[config.mk]
export PLATFORM = sky130hd
export DESIGN_NAME = magdiv_gen
export DESIGN_NICKNAME = d
export VERILOG_FILES = /design/src/rtl/magdiv_pkg.sv /design/src/rtl/magdiv_lod.sv /design/src/rtl/magdiv_rdiv.sv /design/src/rtl/magdiv_pick.sv /design/src/rtl/magdiv_gen.sv
export SDC_FILE = /design/constraint.sdc
export NUM_CORES = 1
export LEC_CHECK = 0
export BUFFER_PORTS_ARGS = -buffer_cell sky130_fd_sc_hd__buf_2
export CELL_PAD_IN_SITES_DETAIL_PLACEMENT = 1
export CELL_PAD_IN_SITES_GLOBAL_PLACEMENT = 1
export CORE_AREA = 2 2 152 213
export CTS_CLUSTER_SIZE = 12
export DETAILED_ROUTE_END_ITERATION = 7
export DIE_AREA = 0 0 154 215
export PLACE_DENSITY = 0.92
export SYNTH_ARGS = -nofsm -noshare
export SYNTH_HDL_FRONTEND = slang
export SYNTH_HIERARCHICAL = 1
export SYNTH_SLANG_ARGS = --single-unit
[constraint.sdc]
create_clock -name clk -period 4.9 [get_ports clk]
set_clock_uncertainty 0.05 [all_clocks]
set_input_delay 0.245 -clock clk [delete_from_list [all_inputs] [get_ports clk]]
set_output_delay 0.245 -clock clk [all_outputs]
set_load 0.05 [all_outputs]
[src/rtl/magdiv_pkg.sv]
package magdiv_pkg;

  typedef enum logic {
    ST_IDLE = 1'b0,
    ST_RUN  = 1'b1
  } magdiv_state_e;

  // Index of the highest set bit; 0 for a zero input.
  function automatic int top_one_index(input logic [63:0] v);
    int idx;
    idx = 0;
    for (int i = 0; i < 64; i++) begin
      if (v[i]) idx = i;
    end
    return idx;
  endfunction

  // Exactly one bit set.
  function automatic logic single_bit(input logic [63:0] v);
    return (v != 64'd0) && ((v & (v - 64'd1)) == 64'd0);
  endfunction

endpackage

[src/rtl/magdiv_lod.sv]
// Leading-one detector: shift constant and power-of-two flag.
module magdiv_lod #(
  parameter int DW = 32,
  parameter int SW = $clog2(DW)
) (
  input  logic [DW-1:0] val_i,
  output logic [SW-1:0] idx_o,
  output logic          pow2_o,
  output logic          zero_o
);
  always_comb begin
    idx_o  = SW'(magdiv_pkg::top_one_index(64'(val_i)));
    pow2_o = magdiv_pkg::single_bit(64'(val_i));
    zero_o = (val_i == '0);
  end
endmodule

[src/rtl/magdiv_rdiv.sv]
// Iterative restoring divider, one quotient bit per cycle.
module magdiv_rdiv #(
  parameter int DW = 32,
  parameter int NW = 2 * DW,
  parameter int QW = DW + 2
) (
  input  logic          clk,
  input  logic          rst_n,
  input  logic          load_i,
  input  logic [NW-1:0] dividend_i,
  input  logic [DW-1:0] divisor_i,
  output logic [QW-1:0] quot_o,
  output logic [DW-1:0] rem_o,
  output logic          fin_o
);
  localparam int CW = $clog2(NW);

  logic [NW-1:0] quo_q;
  logic [DW-1:0] rem_q;
  logic [CW-1:0] cnt_q;
  logic          run_q;
  logic          fin_q;

  logic [DW:0]   trial;
  logic [DW:0]   diff;
  logic          qbit;

  always_comb begin
    trial = {rem_q, quo_q[NW-1]};
    if (trial >= {1'b0, divisor_i}) begin
      diff = trial - {1'b0, divisor_i};
      qbit = 1'b1;
    end else begin
      diff = trial;
      qbit = 1'b0;
    end
  end

  always_ff @(posedge clk or negedge rst_n) begin
    if (!rst_n) begin
      quo_q <= '0;
      rem_q <= '0;
      cnt_q <= '0;
      run_q <= 1'b0;
      fin_q <= 1'b0;
    end else begin
      fin_q <= 1'b0;
      if (load_i) begin
        quo_q <= dividend_i;
        rem_q <= '0;
        cnt_q <= '0;
        run_q <= 1'b1;
      end else if (run_q) begin
        quo_q <= {quo_q[NW-2:0], qbit};
        rem_q <= DW'(diff);
        cnt_q <= cnt_q + CW'(1);
        if (cnt_q == CW'(NW - 1)) begin
          run_q <= 1'b0;
          fin_q <= 1'b1;
        end
      end
    end
  end

  assign quot_o = QW'(quo_q);
  assign rem_o  = rem_q;
  assign fin_o  = fin_q;
endmodule

[src/rtl/magdiv_pick.sv]
// Ceiling, round-down decision and top-bit clearing.
module magdiv_pick #(
  parameter int DW = 32,
  parameter int SW = $clog2(DW),
  parameter int QW = DW + 2
) (
  input  logic [QW-1:0] quot_i,
  input  logic [DW-1:0] rem_i,
  input  logic [SW-1:0] shift_i,
  output logic [DW-1:0] mult_o,
  output logic          rdown_o
);
  logic [QW-1:0] ceil_m;
  logic [QW-1:0] chosen;
  logic [DW:0]   limit;

  always_comb begin
    ceil_m  = quot_i + QW'(rem_i != '0);
    limit   = (DW+1)'(1) << shift_i;
    rdown_o = ({1'b0, rem_i} <= limit);
    chosen  = rdown_o ? (ceil_m - QW'(1)) : ceil_m;
    mult_o  = DW'(chosen) & {1'b0, {(DW-1){1'b1}}};
  end
endmodule

[src/rtl/magdiv_gen.sv]
module magdiv_gen #(
  parameter int  DW = 32,
  localparam int SW = $clog2(DW)
) (
  input  logic          clk,
  input  logic          rst_n,
  input  logic          start_i,
  input  logic [DW-1:0] divisor_i,
  output logic          busy_o,
  output logic          done_o,
  output logic          err_o,
  output logic [SW-1:0] shift_o,
  output logic [DW-1:0] mult_o,
  output logic          rdown_o,
  output logic          pow2_o
);
  import magdiv_pkg::*;

  localparam int NW = 2 * DW;
  localparam int QW = DW + 2;

  magdiv_state_e state_q;
  logic [DW-1:0] d_q;
  logic [SW-1:0] shift_q;
  logic          pow2_q;

  // Named events for the checker.
  logic          start_take;
  logic          start_drop;
  logic          div_fin;

  logic [SW-1:0] lod_idx;
  logic          lod_pow2;
  logic          lod_zero;
  logic [NW-1:0] dividend;
  logic [QW-1:0] div_quot;
  logic [DW-1:0] div_rem;
  logic [DW-1:0] sel_mult;
  logic          sel_rdown;

  assign start_take = start_i && (state_q == ST_IDLE);
  assign start_drop = start_i && (state_q != ST_IDLE);
  assign busy_o     = (state_q != ST_IDLE);

  magdiv_lod #(.DW(DW), .SW(SW)) u_lod (
    .val_i  (divisor_i),
    .idx_o  (lod_idx),
    .pow2_o (lod_pow2),
    .zero_o (lod_zero)
  );

  assign dividend = {{(NW-1){1'b0}}, 1'b1} << (DW + int'(lod_idx));

  magdiv_rdiv #(.DW(DW), .NW(NW), .QW(QW)) u_div (
    .clk        (clk),
    .rst_n      (rst_n),
    .load_i     (start_take && !lod_zero),
    .dividend_i (dividend),
    .divisor_i  (d_q),
    .quot_o     (div_quot),
    .rem_o      (div_rem),
    .fin_o      (div_fin)
  );

  magdiv_pick #(.DW(DW), .SW(SW), .QW(QW)) u_pick (
    .quot_i  (div_quot),
    .rem_i   (div_rem),
    .shift_i (shift_q),
    .mult_o  (sel_mult),
    .rdown_o (sel_rdown)
  );

  always_ff @(posedge clk or negedge rst_n) begin
    if (!rst_n) begin
      state_q <= ST_IDLE;
      d_q     <= '0;
      shift_q <= '0;
      pow2_q  <= 1'b0;
      done_o  <= 1'b0;
      err_o   <= 1'b0;
      shift_o <= '0;
      mult_o  <= '0;
      rdown_o <= 1'b0;
      pow2_o  <= 1'b0;
    end else begin
      done_o <= 1'b0;
      case (state_q)
        ST_IDLE: begin
          if (start_take) begin
            if (lod_zero) begin
              // reject a zero divisor at once
              done_o  <= 1'b1;
              err_o   <= 1'b1;
              shift_o <= '0;
              mult_o  <= '0;
              rdown_o <= 1'b0;
              pow2_o  <= 1'b0;
            end else begin
              state_q <= ST_RUN;
              d_q     <= divisor_i;
              shift_q <= lod_idx;
              pow2_q  <= lod_pow2;
            end
          end
        end
        default: begin
          if (div_fin) begin
            state_q <= ST_IDLE;
            done_o  <= 1'b1;
            err_o   <= 1'b0;
            shift_o <= shift_q;
            mult_o  <= sel_mult;
            rdown_o <= sel_rdown;
            pow2_o  <= pow2_q;
          end
        end
      endcase
    end
  end
endmodule

# ---- Word-level counts from Yosys, hierarchy flattened
# Index checks and enable logic that the tools add are counted.
dict set report totals {
  out_inout_bits 42
  input_bits 35
  wordCells 115
  regBits 184
}
dict set report classes {
  bitwise_logic 3
  eq_ne 2
  addsub 6
  mux 72
  n_shift 2
  n_lt_le_gt_ge 2
  reduce_logical 13
}
# op n
set ops {}
lappend ops {{two-way mux 32 bit} 7}
lappend ops {{two-way mux 64 bit} 2}
lappend ops {{two-way mux 5 bit} 20}
lappend ops {{AND 32 x 64 -> 64 bit} 1}
lappend ops {{logical NOT 64 bit} 1}
lappend ops {{nonzero test 32 bit} 2}
lappend ops {{<< shifter 1 x 7 -> 64 bit, first input constant} 1}
lappend ops {{>= comparator 33 x 32 -> 1 bit} 1}
lappend ops {{<= comparator 32 x 33 -> 1 bit} 1}
lappend ops {{<< shifter 1 x 5 -> 33 bit, first input constant} 1}
lappend ops {{subtractor 32 x 1 -> 33 bit, second input constant} 1}
lappend ops {{logical NOT 32 bit} 1}
lappend ops {{two-way mux 4 bit} 8}
lappend ops {{subtractor 32 bit} 1}
lappend ops {{adder 31 x 1 -> 31 bit} 1}
lappend ops {{two-way mux 31 bit} 1}
lappend ops {{subtractor 31 x 1 -> 31 bit, second input constant} 1}
lappend ops {{two-way mux 1 bit} 26}
lappend ops {{two-way mux 3 bit} 4}
lappend ops {{two-way mux 6 bit} 2}
lappend ops {{adder 6 x 5 -> 7 bit, first input constant} 1}
lappend ops {{adder 6 x 1 -> 6 bit, second input constant} 1}
lappend ops {{== test 6 bit, second input constant} 1}
lappend ops {{AND reduction 3 bit} 2}
lappend ops {{other kinds (6)} 12}

# ---- Depth between registers and ports, before layout
# Gate-level depths: netlist of the first run.
dict set report logic_depth {
  word_depth 34
  depth_mapped 18
  ltp_nobuf 15
}

# ---- Hierarchy
# Netlist of the first run, hierarchy kept.
# module area_per_inst_um2 seq_area_each_um2 n_inst cells_per_inst
set modules_own_cells {}
lappend modules_own_cells {magdiv_rdiv 7318.3 2602.5 1 852}
lappend modules_own_cells {magdiv_gen 4030.1 2001.9 1 313}
lappend modules_own_cells {magdiv_pick 2745.1 0.0 1 418}
lappend modules_own_cells {magdiv_lod 665.6 0.0 1 115}

# ---- Worst setup path after synthesis of the first run
# OpenSTA, ideal clock, no wires.
dict set report synth_timing {
  path_kind {reg2reg}
  start {reg u_div.rem_q[24], in the netlist u_div/rem_o[24]}
  end {reg mult_o[14]}
  t_required_ns 4.729
  slack_ns 1.026
  arrival_ns 3.703
  period_less_slack_ns 3.874
  path_stages_with_launch 18
  setup_ns 0.121
  path_buffers 2
  cell_sequence {dfrtp_1 > nor4_1 > nand4_1 > or2_2 > ha_1 > ha_1 > buf_2 > and3_1 > buf_4 > a21o_1 > a21oi_1 > o22ai_1 > nor2_1 > nand4_1 > a22o_1 > xor2_1 > mux2_4 > a22o_1}
}
dict set report synth_between {
  elab_chain_cells 6
  word_cells_on_any_way 7
  cone_classes {2 x add/sub; 1 x order compare; 3 x mux; 1 x reduce/logical}
}
# item line_no
set synth_rtl {}
lappend synth_rtl {{from (decl)} magdiv_rdiv.sv:19} ;# logic [DW-1:0] rem_q;
lappend synth_rtl {{from (signal assigned)} magdiv_rdiv.sv:55} ;# rem_q <= DW'(diff);
lappend synth_rtl {{nonzero test 32 bit} magdiv_pick.sv:18} ;# ceil_m = quot_i + QW'(rem_i != '0);
lappend synth_rtl {{adder 31 x 1 -> 31 bit} magdiv_pick.sv:18}
lappend synth_rtl {{subtractor 31 x 1 -> 31 bit} magdiv_pick.sv:21} ;# chosen = rdown_o ? (ceil_m - QW'(1)) : ceil_m;
lappend synth_rtl {{two-way mux 31 bit (*)} magdiv_pick.sv:21}
lappend synth_rtl {{net sel_mult[14]} magdiv_gen.sv:38} ;# logic [DW-1:0] sel_mult;
lappend synth_rtl {{two-way mux 32 bit (*)} magdiv_gen.sv:107} ;# if (div_fin) begin
lappend synth_rtl {{two-way mux 32 bit (*)} magdiv_gen.sv:87} ;# case (state_q)
lappend synth_rtl {{to (signal assigned)} magdiv_gen.sv:112} ;# mult_o <= sel_mult;
lappend synth_rtl {{to (decl)} magdiv_gen.sv:13} ;# output logic [DW-1:0] mult_o,
# Mark *: on every way through the listed nets, which the timed path passes. The rest lies on a longest branch. The select of a mux whose other input is x is not followed.
# A chain may end at the register's enable or synchronous reset.

# ---- Worst setup path after layout of the first run
dict set report layout_timing {
  start {reg u_div.rem_q[17], in the netlist u_div/rem_o[17]}
  end {reg mult_o[23]}
}
# Same word-level chain as after synthesis.

==> out/results.ini, run 1 <==
[route]
vias = 13290
drt_iter0_drc = 898
antenna_left = 0
routed_wl_mm = 45.9
drc = 0
first_pass_iters = 5
via_per_inst = 6.26
wl_per_cell_um = 21.6

[clock_tree]
cts_sinks = 184
cts_tree = yes
root_buffer = clkbuf_16
clock_path_buffers = 2
htreeDepth = 4
clk_latency_ps = 460
cts_made_buffers = 17
clk_pin_slew_ps = 70

[timing]
post-route-period-util_pct = 95.4
rsz0062_at_grt = false
fmax_mhz = 214
worst_pin_slew_ps = 1100
slew_headroom_pct = 26.4
final-max-slew-violation-count = 0
setup_viol = 0
finalSetupTns_ps = 0
hold_slack_ps = 52.0
finalHoldViolCount = 0
fin_crit_ps = 4670

[critical_path]
worstPathArrival_ps = 4980
start_kind = register
cp_max_fo = 10
r2r_setup_slack_ps = 230
cp-end-kind = register
crit_path_max_incr_delay_ps = 440
cp_slowest_cell = dfrtp_1
worst_r2r_path_depth = 15
cp.required_ps = 5200
path_cells = nor4_1, nand4_1, or2_2, ha_1, ha_1, and3_1, a21o_1, a21oi_1, o22ai_1, nor3b_2, nand4_2, a21oi_1, xnor2_1, mux2_4, a22o_1
crit_type = register to register

[pwr]
clock_power_share_pct = 11.1
ir_drop_v = 0.000285
power_switching_share_pct = 50.9
power.switching_mw = 6.37
p_int_mw = 6.15
p_leak_nw = 6.89
power.combinational.fraction_pct = 63.7
powerDensity_mw_per_mm2 = 793
pwr-share-seq_pct = 25.2

[layout]
fin_util_pct = 50.4
syn_to_final_growth_pct = 7.17
nets = 1820
fillers = 3721
layout-drive-gt1-share_pct = 15.2
diodes = 0
final_cell_area_mm2 = 0.0158
final_cells = 2123

[place]
portBuffers = 76
dpl-instance-area_mm2 = 0.0152
dp_cells = 2091
place.gp.congestion = 0.946
dp_hpwl_mm = 34.1

[die]
dieArea_mm2 = 0.0331
ios = 77
fp-row-count = 77
start_util_pct = 47.1
core_mm2 = 0.0313
die_h_um = 215
dieWidth_um = 154

[min_path]
hold_class = primary input to register
hold_depth = 2

[global_route]
grt_max_degree = 113
grt_usage_pct = 28.0
grt_pass1_vias = 13941
grt_pass1_wl_mm = 74.4
antenna_found_initial = 0
grt.overflow.total = 0

[logic_synthesis]
synth_cells = 1695
synth-warning-count = 6
avgSynthCellArea_um2 = 8.69
syn_area_mm2 = 0.0147

[job]
maxCapViolCount = 0

[outcome]
status = complete, no violations

==> power groups by stage <==
stage                     Combinational (mW)  Clock (mW)  Sequential [mW]
final                                   7.97        1.39             3.16
after global placement                  7.41           0             3.10
after floorplan                         5.86           0             3.11
after global routing                    8.62        1.47             3.28
after detailed placement                7.74           0             3.17
after CTS                               7.83        1.41             3.15
==> state kept, by name, indices dropped and copies added, names as in the netlist <==
register,cells
busy_o,1
d_q,32
done_o,1
err_o,1
mult_o,32
pow2_o,1
pow2_q,1
rdown_o,1
shift_o,5
shift_q,5
u_div/cnt_q,6
u_div/fin_o,1
u_div/quo_q,64
u_div/rem_o,32
u_div/run_q,1
==> routing by layer <==
metal | vias up | GRT usage [%] | wire length [µm]
met5 | - | 0 | 0
met4 | 0 | 15.7 | 2630
met3 | 154 | 4.25 | 1780
li1 | 6126 | - | -
met1 | 6623 | 30.7 | 17600
met2 | 387 | 51.3 | 23900
==> what timing repair did <==
action,in CTS,in global routing
hold buffers,1,0
endpoints found under the setup margin,0,10
setup buffers,0,0
gates resized for setup,0,4
endpoints found under the hold margin,110,0
==> worst max-delay path, delay by kind of cell, from the launching register on <==
family          cells  cell delay, ps
simple gates        6            2010
compound gates      5            1100
fa+ha+maj           2             570
flops               1             440
mux                 1             260
xor+xnor            1             110
==> metrics by stage <==
step / total power [mW] / worst slack (ps)
floorplan: 8.98 / 1030
CTS: 12.4 / 248
global placement: 10.5 / 438
detailed placement: 10.9 / 306
global route: 13.4 / 1.80
finish: 12.5 / 226
==> cell usage in the layout (no fill, tap or decap), types with 13 or more instances in the layout <==
master	instances
nor3_1	30
buf_2	75
clkbuf_16	17
a31oi_1	13
mux2i_1	70
a22o_1	40
buf_4	25
inv_1	64
nand2b_1	17
dfrtp_1	181
conb_1	33
nand4_1	35
mux2_4	38
ha_1	68
nand3_1	56
nor2_1	142
mux2_2	36
a21oi_1	74
a21o_1	22
xor2_1	24
nor2b_1	46
nor4_1	22
nand2_1	177
a311oi_1	25
o21ai_0	107
xnor2_1	47
==> final cells by class <==
class / count / area [µm²] / share of cell area (%)
clock buffers: 21 / 480 / 3.04
clock inverters: 10 / 95.1 / 0.602
repair buffers: 102 / 587 / 3.72
multi-input cells: 1347 / 9290 / 58.8
well taps: 395 / 494 / 3.13
inverters: 64 / 240 / 1.52
flip-flops and latches: 184 / 4610 / 29.2
==> worst paths after layout <==
kind,from,end
worst max-delay path,u_div/rem_o[17],mult_o[23]
worst min-delay path,divisor_i[23],d_q[23]
worst max register to register,u_div/rem_o[17],mult_o[23]
worst min register to register,d_q[25],d_q[25]
max in group asynchronous,rst_n,u_div/rem_o[11]
min in group asynchronous,rst_n,mult_o[31]
Power figures use the tool's default switching activity.
==> inputs of run 2 (changes only) <==
- BUFFER_PORTS_ARGS: -buffer_cell sky130_fd_sc_hd__buf_2 -> unset
- CORE_AREA: 2 2 152 213 -> 2 2 149 209
- DIE_AREA: 0 0 154 215 -> 0 0 151 211
- DONT_BUFFER_PORTS: unset -> 1
==> out/results.ini, run 2 (synthesized netlist as in run 1, its figures left out) <==
[outcome]
status = complete, no violations  ; unchanged

[route]
vias = 13151  ; was 13290
wl_per_cell_um = 22.2  ; was 21.6 µm
drt_iter0_drc = 867  ; was 898
via_per_inst = 6.35  ; was 6.26
routed_wl_mm = 45.9  ; about the same
drc = 0  ; unchanged
first_pass_iters = 5  ; unchanged
antenna_left = 0  ; unchanged

[layout]
multi_input_area_mm2 = 0.00928  ; was 0.00929 mm²
fillers = 3518  ; was 3721
largest_register_ffs = 64  ; unchanged
syn_to_final_growth_pct = 6.70  ; was 7.17%
nets = 1776  ; was 1820
layout_common_cells = 181 x dfrtp_1, 177 x nand2_1, 142 x nor2_1, 107 x o21ai_0, 74 x a21oi_1  ; was 181 x dfrtp_1, 177 x nand2_1, 142 x nor2_1, 107 x o21ai_0, 75 x buf_2
layout-drive-gt1-share_pct = 10.8  ; was 15.2%
regMostFlops = u_div/quo_q  ; unchanged
final_common_cell = dfrtp_1  ; unchanged
diodes = 0  ; unchanged
regArea_mm2 = 0.00461  ; unchanged

[global_route]
antenna_found_initial = 0  ; unchanged
grt_max_degree = 210  ; was 113
grt.overflow.total = 0  ; unchanged
grt_pass1_vias = 14076  ; was 13941
grt_pass1_wl_mm = 73.8  ; was 74.4 mm
grt_use_met2_pct = 52.9  ; was 51.3%
grt_busiest_layer = met2  ; unchanged
grt_usage_pct = 29.3  ; was 28.0%
gr-usage-met1_pct = 32.5  ; was 30.7%
met3_usage_pct = 4.25  ; about the same

[clock_tree]
clk_pin_slew_ps = 70  ; about the same
cts_sinks = 184  ; unchanged
cts_tree = yes  ; unchanged
htreeDepth = 4  ; unchanged
clock_path_buffers = 2  ; unchanged
root_buffer = clkbuf_16  ; unchanged
clk_latency_ps = 460  ; about the same
cts_setup_buffers = 0  ; unchanged
cts_made_buffers = 17  ; unchanged

[timing]
fmax_mhz = 213  ; was 214 MHz
post-route-period-util_pct = 95.8  ; was 95.4%
finalSetupTns_ps = 0  ; unchanged
rsz0062_at_grt = false  ; unchanged
setup_viol = 0  ; unchanged
finalHoldViolCount = 0  ; unchanged
slew_headroom_pct = 32.8  ; was 26.4%
worst_pin_slew_ps = 1010  ; was 1100 ps
fin_crit_ps = 4700  ; was 4670 ps
final-max-slew-violation-count = 0  ; unchanged

[job]
maxCapViolCount = 0  ; unchanged

[pwr]
ir_drop_v = 0.000407  ; was 0.000285 V
power_mw = 12.3  ; was 12.5 mW
powerDensity_mw_per_mm2 = 784  ; was 793 mW/mm²
p_leak_nw = 6.67  ; was 6.89 nW

[critical_path]
cp_common_cell = nand4_1
worstPathArrival_ps = 4980  ; about the same
crit_path_max_incr_delay_ps = 440  ; about the same
path_cells = nor4_1, nand4_1, or2_2, ha_1, ha_1, nand3_1, nand4_1, a211oi_1, o22ai_1, nor2_2, nand4_1, a22o_1, xor2_1, mux2_4, a22o_1  ; was nor4_1, nand4_1, or2_2, ha_1, ha_1, and3_1, a21o_1, a21oi_1, o22ai_1, nor3b_2, nand4_2, a21oi_1, xnor2_1, mux2_4, a22o_1
cp.required_ps = 5180  ; was 5200 ps
start_kind = register  ; unchanged
r2r_setup_slack_ps = 200  ; was 230 ps
cp-end-kind = register  ; unchanged
cp_max_fo = 9  ; was 10
crit_type = register to register  ; unchanged
cp_slowest_cell = dfrtp_1  ; unchanged

[die]
dieWidth_um = 151  ; was 154 µm
core_mm2 = 0.0298  ; was 0.0313 mm²
dieArea_mm2 = 0.0319  ; was 0.0331 mm²
fp-row-count = 75  ; was 77
die_h_um = 211  ; was 215 µm
start_util_pct = 49.4  ; was 47.1%
ios = 77  ; unchanged

[place]
dp_hpwl_mm = 33.2  ; was 34.1 mm
place.gp.congestion = 0.935  ; was 0.946
portBuffers = 0  ; was 76

[min_path]
hold_class = primary input to register  ; unchanged

run 2: final cells by class:
| cell class | instances | area share [%] |
|---|---|---|
| clock inverter | 12 | 0.740 |
| inverter | 64 | 1.53 |
| multi-input combinational | 1347 | 59.0 |
| clock buffer | 20 | 2.84 |
| tap | 385 | 3.06 |
| timing repair buffer | 58 | 3.52 |
| sequential | 184 | 29.3 |
run 2: final timing paths:
check	start	endpoint	cells after the start
setup / recovery	u_div/rem_o[28]	mult_o[14]	15
hold / removal	divisor_i[31]	shift_q[1]	4
setup reg to reg	u_div/rem_o[28]	mult_o[14]	15
hold reg to reg	d_q[4]	d_q[4]	1
max in group asynchronous	rst_n	u_div/quo_q[7]	2
min in group asynchronous	rst_n	mult_o[10]	2
run 2: where the power goes:
part / switching (mW) / internal, mW
clock: 0.644 / 0.720
combinational: 4.28 / 3.08
sequential: 1.38 / 2.23
total: 6.30 / 6.03
run 2: stage by stage:
stage / area (µm²) / cells / hold slack, ps / setup WS [ps] / util, %
6_report: 15700 / 2070 / 176 / 204 / 52.7
5_1_grt: 15700 / 2070 / 178 / 46.6 / 52.7
4_1_cts: 15700 / 2070 / 143 / 108 / 52.7
3_5_place_dp: 14800 / 2003 / -96.0 / 141 / 49.5
3_3_place_gp: 14800 / 2003 / -94.3 / 389 / 49.5
2_1_floorplan: 14900 / 1726 / -101 / 1030 / -
run 2: repair_timing:
item | 4_1_cts | 5_1_grt
setup endpoints to repair | 0 | 3
hold endpoints to repair | 217 | 0
resized for setup | 0 | 2
hold buffers | 35 | 0
run 2: layer usage:
metal	wire, µm	vias to the layer above	share of wire, %
met3	1840	150	4.0
met4	2760	0	6.0
met1	17600	6557	38
met2	23700	412	52
met5	0	-	0
li1	-	6032	-
run 2: worst max-delay path, delay by kind of cell (launching register included):
kind	cells	cell delay [ps]
and+or+nand+nor	7	1980
AOI/OAI and AO/OA	4	1100
adders and majority gates	2	570
DFF	1	440
muxes	1	260
xor gates and xnor gates	1	150
